--- src/rtl/eiq_pkg.sv ---
package eiq_pkg;
  typedef enum logic {
    FIELD_TYPE = 1'b0,
    FIELD_FLAG = 1'b1
  } bit_field_e;

  typedef enum logic {
    TRIG_LEVEL = 1'b0,
    TRIG_FALL  = 1'b1
  } trig_e;
endpackage

--- src/rtl/eiq_sync.sv ---
module eiq_sync #(
  parameter int WIDTH  = 2,
  parameter int STAGES = 2
) (
  input  logic             clk_i,
  input  logic             rst_ni,
  input  logic [WIDTH-1:0] async_i,
  output logic [WIDTH-1:0] sync_o
);
  localparam int LAST = STAGES - 1;

  logic [WIDTH-1:0] stage_q [STAGES];

  generate
    for (genvar s = 0; s < STAGES; s++) begin : g_stage
      if (s == 0) begin : g_first
        always_ff @(posedge clk_i or negedge rst_ni) begin
          if (!rst_ni) stage_q[s] <= '1;
          else         stage_q[s] <= async_i;
        end
      end else begin : g_next
        always_ff @(posedge clk_i or negedge rst_ni) begin
          if (!rst_ni) stage_q[s] <= '1;
          else         stage_q[s] <= stage_q[s-1];
        end
      end
    end
  endgenerate

  assign sync_o = stage_q[LAST];
endmodule

--- src/rtl/eiq_bit_decode.sv ---
module eiq_bit_decode
  import eiq_pkg::*;
#(
  parameter int NUM_CH = 2,
  parameter int IDX_W  = 1
) (
  input  logic              clk_i,
  input  logic              rst_ni,
  input  logic              we_i,
  input  logic              field_i,
  input  logic [IDX_W-1:0]  idx_i,
  output logic [NUM_CH-1:0] wr_type_o,
  output logic [NUM_CH-1:0] wr_flag_o
);
  generate
    for (genvar c = 0; c < NUM_CH; c++) begin : g_dec
      assign wr_type_o[c] = we_i && (field_i == FIELD_TYPE) && (int'(idx_i) == c);
      assign wr_flag_o[c] = we_i && (field_i == FIELD_FLAG) && (int'(idx_i) == c);
    end
  endgenerate

  AST_ONE_BIT_WRITE: assert property (@(posedge clk_i) disable iff (!rst_ni)
    $onehot0({wr_type_o, wr_flag_o}));

  AST_RANGE_GUARD: assert property (@(posedge clk_i) disable iff (!rst_ni)
    (int'(idx_i) >= NUM_CH) |-> ({wr_type_o, wr_flag_o} == '0));
endmodule

--- src/rtl/eiq_channel.sv ---
module eiq_channel
  import eiq_pkg::*;
(
  input  logic clk_i,
  input  logic rst_ni,
  input  logic sync_i,
  input  logic ack_i,
  input  logic wr_type_i,
  input  logic wr_flag_i,
  input  logic wr_val_i,
  output logic trig_o,
  output logic pend_o
);
  trig_e trig_q;
  logic  prev_q;
  logic  flag_q;
  logic  flag_d;
  logic  fall;

  always_ff @(posedge clk_i or negedge rst_ni) begin
    if (!rst_ni)        trig_q <= TRIG_LEVEL;
    else if (wr_type_i) trig_q <= trig_e'(wr_val_i);
  end

  always_ff @(posedge clk_i or negedge rst_ni) begin
    if (!rst_ni) prev_q <= 1'b1;
    else         prev_q <= sync_i;
  end

  assign fall = prev_q & ~sync_i;

  always_comb begin
    flag_d = flag_q;
    if (trig_q == TRIG_LEVEL) begin
      flag_d = ~sync_i;
    end else begin
      if (ack_i)     flag_d = 1'b0;
      if (wr_flag_i) flag_d = wr_val_i;
      if (fall)      flag_d = 1'b1;
    end
  end

  always_ff @(posedge clk_i or negedge rst_ni) begin
    if (!rst_ni) flag_q <= 1'b0;
    else         flag_q <= flag_d;
  end

  assign trig_o = (trig_q == TRIG_FALL);
  assign pend_o = flag_q;

  AST_FALL_SETS: assert property (@(posedge clk_i) disable iff (!rst_ni)
    (trig_q == TRIG_FALL && fall) |=> pend_o);

  AST_ACK_CLEARS: assert property (@(posedge clk_i) disable iff (!rst_ni)
    (trig_q == TRIG_FALL && ack_i && !fall && !wr_flag_i) |=> !pend_o);

  AST_EDGE_HOLD: assert property (@(posedge clk_i) disable iff (!rst_ni)
    (trig_q == TRIG_FALL && !ack_i && !fall && !wr_flag_i) |=> $stable(pend_o));

  AST_LEVEL_TRACK: assert property (@(posedge clk_i) disable iff (!rst_ni)
    (trig_q == TRIG_LEVEL) |=> (pend_o == !$past(sync_i)));

  AST_WRITE_WINS: assert property (@(posedge clk_i) disable iff (!rst_ni)
    (trig_q == TRIG_FALL && wr_flag_i && !fall) |=> (pend_o == $past(wr_val_i)));
endmodule

--- src/rtl/eiq_flag_detector.sv ---
module eiq_flag_detector
  import eiq_pkg::*;
#(
  parameter int NUM_CH      = 2,
  parameter int SYNC_STAGES = 2,
  localparam int IDX_W      = (NUM_CH > 1) ? $clog2(NUM_CH) : 1
) (
  input  logic              clk_i,
  input  logic              rst_ni,
  input  logic [NUM_CH-1:0] pin_i,
  input  logic [NUM_CH-1:0] ack_i,
  input  logic              bit_we_i,
  input  logic              bit_field_i,
  input  logic [IDX_W-1:0]  bit_idx_i,
  input  logic              bit_val_i,
  output logic [NUM_CH-1:0] trig_type_o,
  output logic [NUM_CH-1:0] pend_o
);
  logic [NUM_CH-1:0] pin_sync;
  logic [NUM_CH-1:0] wr_type;
  logic [NUM_CH-1:0] wr_flag;

  eiq_sync #(
    .WIDTH  (NUM_CH),
    .STAGES (SYNC_STAGES)
  ) u_sync (
    .clk_i   (clk_i),
    .rst_ni  (rst_ni),
    .async_i (pin_i),
    .sync_o  (pin_sync)
  );

  eiq_bit_decode #(
    .NUM_CH (NUM_CH),
    .IDX_W  (IDX_W)
  ) u_decode (
    .clk_i     (clk_i),
    .rst_ni    (rst_ni),
    .we_i      (bit_we_i),
    .field_i   (bit_field_i),
    .idx_i     (bit_idx_i),
    .wr_type_o (wr_type),
    .wr_flag_o (wr_flag)
  );

  generate
    for (genvar c = 0; c < NUM_CH; c++) begin : g_ch
      eiq_channel u_ch (
        .clk_i     (clk_i),
        .rst_ni    (rst_ni),
        .sync_i    (pin_sync[c]),
        .ack_i     (ack_i[c]),
        .wr_type_i (wr_type[c]),
        .wr_flag_i (wr_flag[c]),
        .wr_val_i  (bit_val_i),
        .trig_o    (trig_type_o[c]),
        .pend_o    (pend_o[c])
      );
    end
  endgenerate

  AST_TYPE_WRITE: assert property (@(posedge clk_i) disable iff (!rst_ni)
    (bit_we_i && bit_field_i == FIELD_TYPE && int'(bit_idx_i) < NUM_CH)
    |=> (trig_type_o[$past(bit_idx_i)] == $past(bit_val_i)));

  AST_TYPE_STABLE: assert property (@(posedge clk_i) disable iff (!rst_ni)
    !(bit_we_i && bit_field_i == FIELD_TYPE && int'(bit_idx_i) < NUM_CH)
    |=> $stable(trig_type_o));
endmodule

--- config.mk ---
export PLATFORM = sky130hd
export DESIGN_NAME = eiq_flag_detector
export DESIGN_NICKNAME = d
export VERILOG_FILES = /design/src/rtl/eiq_pkg.sv /design/src/rtl/eiq_sync.sv /design/src/rtl/eiq_bit_decode.sv /design/src/rtl/eiq_channel.sv /design/src/rtl/eiq_flag_detector.sv
export SDC_FILE = /design/constraint.sdc
export NUM_CORES = 1
export LEC_CHECK = 0
export ABC_AREA = 0
export BUFFER_PORTS_ARGS = -buffer_cell sky130_fd_sc_hd__buf_2
export CAP_MARGIN = 20
export CORE_AREA = 10 10 47 49
export DETAILED_ROUTE_END_ITERATION = 12
export DIE_AREA = 0 0 57 59
export PLACE_DENSITY = 0.57
export SLEW_MARGIN = 30
export SYNTH_ARGS = -nofsm -noshare
export SYNTH_HDL_FRONTEND = slang
export SYNTH_SLANG_ARGS = --single-unit
--- constraint.sdc ---
create_clock -name clk_i -period 0.95 [get_ports clk_i]
set_input_delay 0.0475 -clock clk_i [delete_from_list [all_inputs] [get_ports clk_i]]
set_output_delay 0.0475 -clock clk_i [all_outputs]
set_load 0.01 [all_outputs]
Word level (Yosys, flattened, before mapping)

Cells that the tools add are included.

Word-level logic and storage cells: 30
Output and inout bits: 4
Register bits: 10
Input port bits: 10

Reductions and logical operators: 6
Eq/ne operators: 2
Mux-type cells: 8
Bitwise logic cells: 6

Operators by type and width:

| kind                 | count |
|---|---|
| $mux W1              | 8 |
| $ne A4 B3 Y1 const B | 2 |
| $logic_and A1 B1 Y1  | 6 |
| $not A1 Y1           | 4 |
| $and A1 B1 Y1        | 2 |

Depth between registers and ports, before layout

Gate-level depths: netlist (run 1).

Depth in word-level cells: 5
Gate-level depth with buffers: 3
Mapped depth without buffers: 3

Hierarchy

From an unflattened synthesis (run 1), not the netlist that was laid out.

Cell total of the unflattened synthesis: 26
Area, all modules: 410.4 um^2

By module, submodules not included:

| module         | cells an instance | times used | seq. area each (um^2) | area each (um^2) |
|---|---|---|---|---|
| eiq_channel    | 8                 | 2          | 76.3                  | 126.4 |
| eiq_sync       | 6                 | 1          | 105.1                 | 120.1 |
| eiq_bit_decode | 4                 | 1          | 0.0                   | 37.5 |

Worst setup path after synthesis (run 1)

No wires, ideal clock.

Path kind: reg2reg
Start: register g_ch[1].u_ch.prev_q
End: register g_ch[1].u_ch.flag_q
Path slack: 190 ps
Library setup time: 90 ps
Arrival time: 670 ps
Data required time: 860 ps
Path buffers: 0
Stages on the path, launching flop included: 3
Cell sequence: dfstp_2 nor2b_1 o221ai_1

Word-level cells in the longest chain between the ends: 3
Elaborated cells on any way between the ends: 4
Those cells by class: 1 x eq/ne; 2 x mux; 1 x bitwise

RTL lines:

| what                   | line              | RTL |
|---|---|---|
| start, declared        | eiq_channel.sv:15 | `logic prev_q;` |
| start signal, assigned | eiq_channel.sv:27 | `else prev_q <= sync_i;` |
| $and A1 B1 Y1 (*)      | eiq_channel.sv:30 | `assign fall = prev_q & ~sync_i;` |
| $mux W1                | eiq_channel.sv:39 | `if (fall) flag_d = 1'b1;` |
| $mux W1                | eiq_channel.sv:34 | `if (trig_q == TRIG_LEVEL) begin` |
| end signal, assigned   | eiq_channel.sv:45 | `else flag_q <= flag_d;` |
| end, declared          | eiq_channel.sv:16 | `logic flag_q;` |

Every way passes the cells marked *; elsewhere a longest branch is shown, timed or not.
A chain may end at the register's enable or synchronous reset.

Final worst setup path (run 1)

Start: register g_ch[0].u_ch.trig_q
End: output trig_type_o[0]

RTL lines:

| what                   | line                    | RTL |
|---|---|---|
| start, declared        | eiq_channel.sv:14       | `trig_e trig_q;` |
| start signal, assigned | eiq_channel.sv:22       | `else if (wr_type_i) trig_q <= trig_e'(wr_val_i);` |
| end, declared          | eiq_flag_detector.sv:16 | `output logic [NUM_CH-1:0] trig_type_o,` |

No word-level cell between the ends.

==> results of run 1 <==
[worst paths after layout]
check,slack (ns),from,cells after the start,endpoint
max,0.08,g_ch[0].u_ch.trig_o$_DFFE_PN0P_,1,trig_type_o[0]
min,0.07,bit_val_i,2,g_ch[0].u_ch.trig_o$_DFFE_PN0P_
max reg2reg,0.14,g_ch[0].u_ch.prev_q$_DFF_PN1_,2,g_ch[0].u_ch.pend_o$_DFFE_PN0P_
min reg2reg,0.36,u_sync.stage_q[3]$_DFF_PN1_,0,u_sync.sync_o[1]$_DFF_PN1_
max in group asynchronous,0.54,rst_ni,2,u_sync.stage_q[2]$_DFF_PN1_
min in group asynchronous,0.16,rst_ni,2,g_ch[1].u_ch.pend_o$_DFFE_PN0P_
[sequential cells by signal, summed over array words and instances (netlist names)]
name,count
u_sync.sync_o,2
g_ch.u_ch.pend_o,2
g_ch.u_ch.prev_q,2
u_sync.stage_q,2
g_ch.u_ch.trig_o,2
[Yosys cell counts (all sizes together)]
cell type / count / area, sq um
dfstp: 6 / 158
nand2: 2 / 7.51
buf: 4 / 30.0
nand3b: 2 / 15.0
nor2b: 2 / 12.5
mux2: 2 / 26.3
nand3: 1 / 5.00
o221ai: 2 / 17.5
nand4b: 2 / 17.5
nor3b: 1 / 12.5
dfrtp: 4 / 100
[where the power goes]
group	switching (uW)	leakage [uW]	internal (uW)
registers	28.9	0.000110	478
logic	62.3	0.0000990	79.9
clock network	137	0.0000210	232
[final cells by class]
cell class | count | area (sq um) | share of cell area
sequential | 10 | 258 | 0.493
tap | 16 | 20.0 | 0.0383
timing repair buffer | 16 | 95.1 | 0.182
multi-input combinational | 14 | 114 | 0.218
clock buffer | 4 | 36.3 | 0.0694
[per-layer routing]
metal,global-route usage,vias up,part of all wire
met5,0,-,0
met4,0.0403,0,0
met1,0.0349,134,0.36
met3,0.0236,0,0.054
met2,0.0915,5,0.58
li1,-,128,-
[timing repair]
item,4_1_cts,5_1_grt
endpoints found under the hold margin,12,0
hold buffers,3,0
buffers inserted,0,0
[stage by stage]
step	instance area [sq um]	total power, uW
finish	523	1020
global route	523	1090
CTS	523	1040
detailed placement	457	652
global placement	457	650
floorplan	402	616
[cells by family after synthesis]
logic type | after synthesis | synth area share
buf+inv | 4 | 0.0748
simple gates | 10 | 0.174
compound gates | 2 | 0.0436
flops | 10 | 0.642
mux | 2 | 0.0654
==> results by group, run 1 <==
Pwr
  • VDD IR max: 893 uV
  • Cell Pwr Density: 1950 nW/um^2
  • Pleak: 0.000230 uW

Timing
  • Slew HR: 0.861
  • Max-slew violation count: 0
  • Least-Margin Pin Slew: 0.209 ns
  • RSZ-0062 raised after global routing: false
  • Final Skew: 0.000876 ns
  • Setup TNS: 0 ns
  • Fin crit share: 0.920
  • Post-route worst setup slack: 0.0764 ns
  • Fmax: 1140 MHz
  • Hold Vio Cnt, Final: 0
  • WHS: 0.0710 ns
  • Tmin final: 0.874 ns
  • Setup violations, final: 0

Worst setup path
  • Critical path's top delay family: flip-flops
  • Slowest-stage cell, CP: dfrtp_1
  • CP Class: flip-flop to primary output
  • Number of buffer and inverter stages on the critical path: 1
  • Worst Setup End Kind: primary output
  • WP data arrival: 0.83 ns
  • Startpoint types: flip-flop
  • Crit-path max FO: 5
  • CP Data Required Time: 0.90 ns
  • Worst-path cell chain: buf_2
  • Slowest stage delay, CP: 0.41 ns

Min path
  • Worst Hold Class: primary input to flip-flop

Synthesis
  • Net count after synthesis: 38
  • Register area share after synthesis: 0.642
  • Cell variety after synth: 12
  • Yosys reg bits: 10
  • Warnings, synthesis: 0
  • Mapped Area: 402 sq um
  • Post-Syn Area per Cell: 14.3 sq um
  • Cells after synthesis: 28

Clock tree
  • CTS tree: done
  • Clock Pin Slew Worst Setup and Hold Paths: 0.06 ns
  • Sink Count: 10
  • CTS buffer count: 3
  • Root buf cell: clkbuf_4
  • Resized Gates After CTS: 0
  • Clock latency on the worst-skew pair: 0.26 ns
  • H-tree lvl count: 1
  • Longest Clk Path Bufs: 2

Layout
  • Area delta synth->final: 30.2%
  • Commonest non-fill, non-tap cells in the layout: 13 x buf_2, 6 x dfstp_2, 4 x dfrtp_1
  • Final non-filler cell total: 60
  • Core Util, Final: 0.373
  • FILL cells: 153
  • Layout cells sized above 1: 0.591
  • Antenna cells: 0
  • Layout Nets: 55
  • Commonest non-fill, non-tap cell in the layout: buf_2

Global route
  • First-pass GRT wire length: 1260 um
  • Tot GR Track Use: 0.0482
  • Number of global-route vias before repair: 312
  • Gr ovfl total: 0
  • Largest net degree at the start of global routing: 11
  • Initial antenna violation count: 0

Routing
  • Routed WL: 736 um
  • Vias: 267
  • Average wire per standard cell: 12.3 um
  • DRT antenna net count: 0
  • DRT Pass-1 Iters: 2
  • DR vias/cell: 4.45
  • Detailed Route Iter0 Violations: 1
  • DR DRC count: 0

Floorplan
  • Die Wd: 57 um
  • Placement Rows: 14
  • Ports: 14
  • Core ar.: 1400 sq um
  • Die Span Y: 59 um
  • Initial Utilization: 0.287
  • Die area: 3360 sq um

Place
  • Setup WS pre-CTS: 0.138 ns
  • Detailed placement HPWL: 610 um
  • Port-buffer cells: 13
  • GP Congestion: 0.646
  • Placed Cells: 53

Run status
  • Status: finished clean

Flow run
  • Max Cap Viol: 0
Power figures use the tool's default switching activity.
==> inputs of run 2 (changes only) <==
--- a/config.mk
+++ b/config.mk
@@ -8,9 +8,10 @@
 export ABC_AREA = 0
 export BUFFER_PORTS_ARGS = -buffer_cell sky130_fd_sc_hd__buf_2
 export CAP_MARGIN = 20
-export CORE_AREA = 10 10 47 49
+export CORE_AREA = 3 3 40 42
+export CTS_CLUSTER_DIAMETER = 120
 export DETAILED_ROUTE_END_ITERATION = 12
-export DIE_AREA = 0 0 57 59
+export DIE_AREA = 0 0 43 45
 export PLACE_DENSITY = 0.57
 export SLEW_MARGIN = 30
 export SYNTH_ARGS = -nofsm -noshare
==> results by group, run 2 (synthesis gave the netlist of run 1 again) <==
Run status
  • Status: finished clean

Pwr
  • Pleak: 0.000230 uW
  • Cell Pwr Density: 1940 nW/um^2
  • VDD IR max: 914 uV

Routing
  • DR DRC count: 0
  • DRT Pass-1 Iters: 4
  • Average wire per standard cell: 11.0 um
  • DRT antenna net count: 0
  • DR vias/cell: 4.53
  • Vias: 267
  • Routed WL: 651 um
  • Detailed Route Iter0 Violations: 1

Clock tree
  • CTS buffer count: 3
  • Clock latency on the worst-skew pair: 0.25 ns
  • CTS tree: done
  • H-tree lvl count: 1
  • Clock Pin Slew Worst Setup and Hold Paths: 0.06 ns
  • Resized Gates After CTS: 0
  • Root buf cell: clkbuf_4
  • Longest Clk Path Bufs: 2
  • Sink Count: 10

Timing
  • Max-slew violation count: 0
  • WHS: 0.0945 ns
  • Fmax: 1160 MHz
  • Hold Vio Cnt, Final: 0
  • Fin crit share: 0.908
  • Setup TNS: 0 ns
  • Tmin final: 0.863 ns
  • Least-Margin Pin Slew: 0.208 ns
  • Post-route worst setup slack: 0.0874 ns
  • Final Skew: 0.00232 ns
  • RSZ-0062 raised after global routing: false
  • Setup violations, final: 0
  • Slew HR: 0.861

Layout
  • Area delta synth->final: 29.9%
  • Layout cells sized above 1: 0.591
  • Multi-input logic area: 114 sq um
  • Layout Nets: 55
  • Core Util, Final: 0.406
  • Antenna cells: 0
  • Commonest non-fill, non-tap cells in the layout: 13 x buf_2, 6 x dfstp_2, 4 x dfrtp_1
  • Commonest non-fill, non-tap cell in the layout: buf_2
  • FF/Latch Area: 258 sq um
  • FILL cells: 122

Global route
  • Largest net degree at the start of global routing: 11
  • First-pass GRT wire length: 1100 um
  • Gr ovfl total: 0
  • Number of global-route vias before repair: 265
  • Tot GR Track Use: 0.0803
  • Initial antenna violation count: 0

Flow run
  • Max Cap Viol: 0

Place
  • GP Congestion: 0.760
  • Port-buffer cells: 13
  • Detailed placement HPWL: 511 um
  • Setup WS pre-CTS: 0.101 ns

Worst setup path
  • Worst Setup End Kind: primary output
  • Number of buffer and inverter stages on the critical path: 1
  • Startpoint types: flip-flop
  • CP Data Required Time: 0.90 ns
  • Setup slack, reg-to-reg: 0.14 ns
  • CP Class: flip-flop to primary output
  • Worst-path cell chain: buf_2
  • WP data arrival: 0.82 ns
  • Slowest stage delay, CP: 0.41 ns
  • Slowest-stage cell, CP: dfrtp_1
  • Critical path's top delay family: flip-flops
  • Crit-path max FO: 5

Floorplan
  • Die Wd: 43 um
  • Core ar.: 1280 sq um
  • Initial Utilization: 0.313
  • Die area: 1940 sq um
  • Ports: 14
  • Die Span Y: 45 um
  • Placement Rows: 13

Min path
  • Worst Hold Class: primary input to flip-flop
run 2: cell counts in the layout (fill, tap and decap cells not counted):
No cell type changed its count.
run 2: cell type report:
class                           count  share of cell area
Sequential cell                    10               0.494
Tap cell                           15              0.0360
Clock buffer                        4              0.0695
Multi-Input combinational cell     14               0.218
Timing Repair Buffer               16               0.182
run 2: timing repair:
item                                   4_1_cts  5_1_grt
hold buffers                                 3        0
endpoints found under the hold margin       12        0
setup buffers                                0        0
run 2: worst register-to-register path, stage by stage, from the launching register on:
cell and delay, ns:
dfrtp_1 0.41, nor2b_1 0.15, o221ai_1 0.17
run 2: power breakdown:
group / switching, uW / total, uW / internal, uW
Sequential: 28.5 / 506 / 478
Clock: 129 / 361 / 232
Combinational: 63.0 / 143 / 80.0
run 2: per-layer routing:
metal / global-route usage / up-vias / wire length (um)
li1: - / 129 / -
met1: 0.0882 / 125 / 278
met2: 0.120 / 13 / 300
met3: 0.0438 / 0 / 73
met4: 0.0542 / 0 / 0
met5: 0 / - / 0
run 2: through the flow:
step	instances	power, uW	cell area [sq um]
2_1_floorplan	28	616	402
3_3_place_gp	52	640	455
3_5_place_dp	52	650	455
4_1_cts	59	1030	522
5_1_grt	59	1070	522
6_report	59	1010	522
run 2: path summary, 6_finish.rpt:
path | depth (start not counted) | from | endpoint
setup reg to reg | 2 | g_ch[0].u_ch.trig_o$_DFFE_PN0P_ | g_ch[0].u_ch.pend_o$_DFFE_PN0P_
hold reg to reg | 0 | u_sync.stage_q[3]$_DFF_PN1_ | u_sync.sync_o[1]$_DFF_PN1_
hold / removal | 2 | bit_val_i | g_ch[1].u_ch.trig_o$_DFFE_PN0P_
min in group asynchronous | 2 | rst_ni | g_ch[1].u_ch.pend_o$_DFFE_PN0P_
max in group asynchronous | 2 | rst_ni | g_ch[0].u_ch.prev_q$_DFF_PN1_
setup / recovery | 1 | g_ch[1].u_ch.trig_o$_DFFE_PN0P_ | trig_type_o[1]
==> inputs of run 3 (changes only) <==
--- a/config.mk
+++ b/config.mk
@@ -13,6 +13,7 @@
 export DETAILED_ROUTE_END_ITERATION = 12
 export DIE_AREA = 0 0 43 45
 export PLACE_DENSITY = 0.57
+export SETUP_SLACK_MARGIN = 0.4
 export SLEW_MARGIN = 30
 export SYNTH_ARGS = -nofsm -noshare
 export SYNTH_HDL_FRONTEND = slang
==> results by group, run 3 (synthesis gave the netlist of run 1 again) <==
Run status
  • Status: finished clean

Timing
  • Least-Margin Pin Slew: 0.217 ns
  • Max-slew violation count: 0
  • Hold Vio Cnt, Final: 0
  • Tmin final: 0.870 ns
  • Fin crit share: 0.916
  • RSZ-0062 raised after global routing: true
  • WHS: 0.0712 ns
  • Setup violations, final: 0
  • Slew HR: 0.855
  • Fmax: 1150 MHz
  • Final Skew: 0.00168 ns
  • Post-route worst setup slack: 0.0796 ns
  • Setup TNS: 0 ns

Place
  • GP Congestion: 0.755
  • Detailed placement HPWL: 561 um
  • Setup WS pre-CTS: 0.128 ns
  • Port-buffer cells: 13

Clock tree
  • Clock latency on the worst-skew pair: 0.25 ns
  • Longest Clk Path Bufs: 2
  • Resized Gates After CTS: 0
  • Root buf cell: clkbuf_4
  • Sink Count: 10
  • CTS buffer count: 3
  • CTS tree: done
  • Clock Pin Slew Worst Setup and Hold Paths: 0.06 ns
  • H-tree lvl count: 1

Worst setup path
  • Slowest stage delay, CP: 0.41 ns
  • CP Class: flip-flop to primary output
  • Crit-path max FO: 5
  • WP data arrival: 0.82 ns
  • Worst Setup End Kind: primary output
  • Number of buffer and inverter stages on the critical path: 1
  • Critical path's top delay family: flip-flops
  • CP Data Required Time: 0.90 ns
  • Startpoint types: flip-flop
  • Slowest-stage cell, CP: dfrtp_1
  • Worst-path cell chain: buf_2

Global route
  • Largest net degree at the start of global routing: 11
  • Tot GR Track Use: 0.0811
  • First-pass GRT wire length: 1150 um
  • Initial antenna violation count: 0
  • Gr ovfl total: 0
  • Number of global-route vias before repair: 294

Layout
  • FILL cells: 125
  • Area delta synth->final: 29.9%
  • Antenna cells: 0
  • Layout cells sized above 1: 0.591
  • Multi-input logic area: 114 sq um
  • Layout Nets: 55
  • Commonest non-fill, non-tap cells in the layout: 13 x buf_2, 6 x dfstp_2, 4 x dfrtp_1
  • Commonest non-fill, non-tap cell in the layout: buf_2
  • FF/Latch Area: 258 sq um

Routing
  • Routed WL: 699 um
  • DRT antenna net count: 0
  • DR DRC count: 0
  • Detailed Route Iter0 Violations: 1
  • Average wire per standard cell: 11.8 um
  • DRT Pass-1 Iters: 2
  • Vias: 260
  • DR vias/cell: 4.41

Floorplan
  • Initial Utilization: 0.313
  • Placement Rows: 13
  • Ports: 14
  • Die Wd: 43 um
  • Die Span Y: 45 um
  • Core ar.: 1280 sq um
  • Die area: 1940 sq um

Pwr
  • Power share of the clock group: 0.359
  • Sequential share of power: 0.501
  • Combinational power share: 0.140
  • Sw Share: 0.221
  • Cell internal pwr: 790 uW
  • Cell Pwr Density: 1940 nW/um^2
  • Net Switching: 224 uW
  • Pleak: 0.000230 uW
  • Pwr Total: 1010 uW
  • VDD IR max: 590 uV

Min path
  • Worst Hold Class: primary input to flip-flop

Flow run
  • Max Cap Viol: 0
-- run 3: worst register-to-register path: stages, from the launching register on --
cell and delay (ns):
dfrtp_1 0.41, nor2b_1 0.14, o221ai_1 0.18
-- run 3: timing repair --
action	CTS	global route
hold buffers	3	0
setup buffers	0	0
endpoints found under the setup margin	12	12
endpoints found under the hold margin	12	0
-- run 3: path summary, 6_finish.rpt --
| kind | start | slack (ns) | cells after the start | end |
|---|---|---|---|---|
| max reg2reg | g_ch[0].u_ch.trig_o$_DFFE_PN0P_ | 0.12 | 2 | g_ch[0].u_ch.pend_o$_DFFE_PN0P_ |
| min reg2reg | u_sync.stage_q[2]$_DFF_PN1_ | 0.36 | 0 | u_sync.sync_o[0]$_DFF_PN1_ |
| min in group asynchronous | rst_ni | 0.17 | 2 | g_ch[1].u_ch.trig_o$_DFFE_PN0P_ |
| min | bit_val_i | 0.07 | 2 | g_ch[1].u_ch.trig_o$_DFFE_PN0P_ |
| max in group asynchronous | rst_ni | 0.53 | 2 | u_sync.stage_q[2]$_DFF_PN1_ |
| max | g_ch[1].u_ch.trig_o$_DFFE_PN0P_ | 0.08 | 1 | trig_type_o[1] |
-- run 3: stage by stage --
step                cell area, sq um   util  std cells
finish                           522  0.406         59
global route                     522  0.406         59
global placement                 455  0.354         52
floorplan                        402      -         28
detailed placement               455  0.354         52
CTS                              522  0.406         59
-- run 3: area by class of cell --
| type | count | share of cell area |
|---|---|---|
| Timing Repair Buffer | 16 | 0.182 |
| Multi-Input combinational cell | 14 | 0.218 |
| Sequential cell | 10 | 0.494 |
| Clock buffer | 4 | 0.0695 |
| Tap cell | 15 | 0.0360 |
-- run 3: metal layers --
layer  global-route usage  share of wire
met5                    0              0
met4               0.0542              0
met3               0.0319          0.093
met2                0.141           0.52
met1               0.0804           0.38
-- run 3: power by group through the flow --
stage | Sequential, uW | Clock (uW) | Combinational [uW]
after floorplan | 507 | 0 | 108
final | 508 | 364 | 142
after detailed placement | 515 | 0 | 136
after global routing | 514 | 408 | 154
after global placement | 510 | 0 | 131
after CTS | 508 | 384 | 145
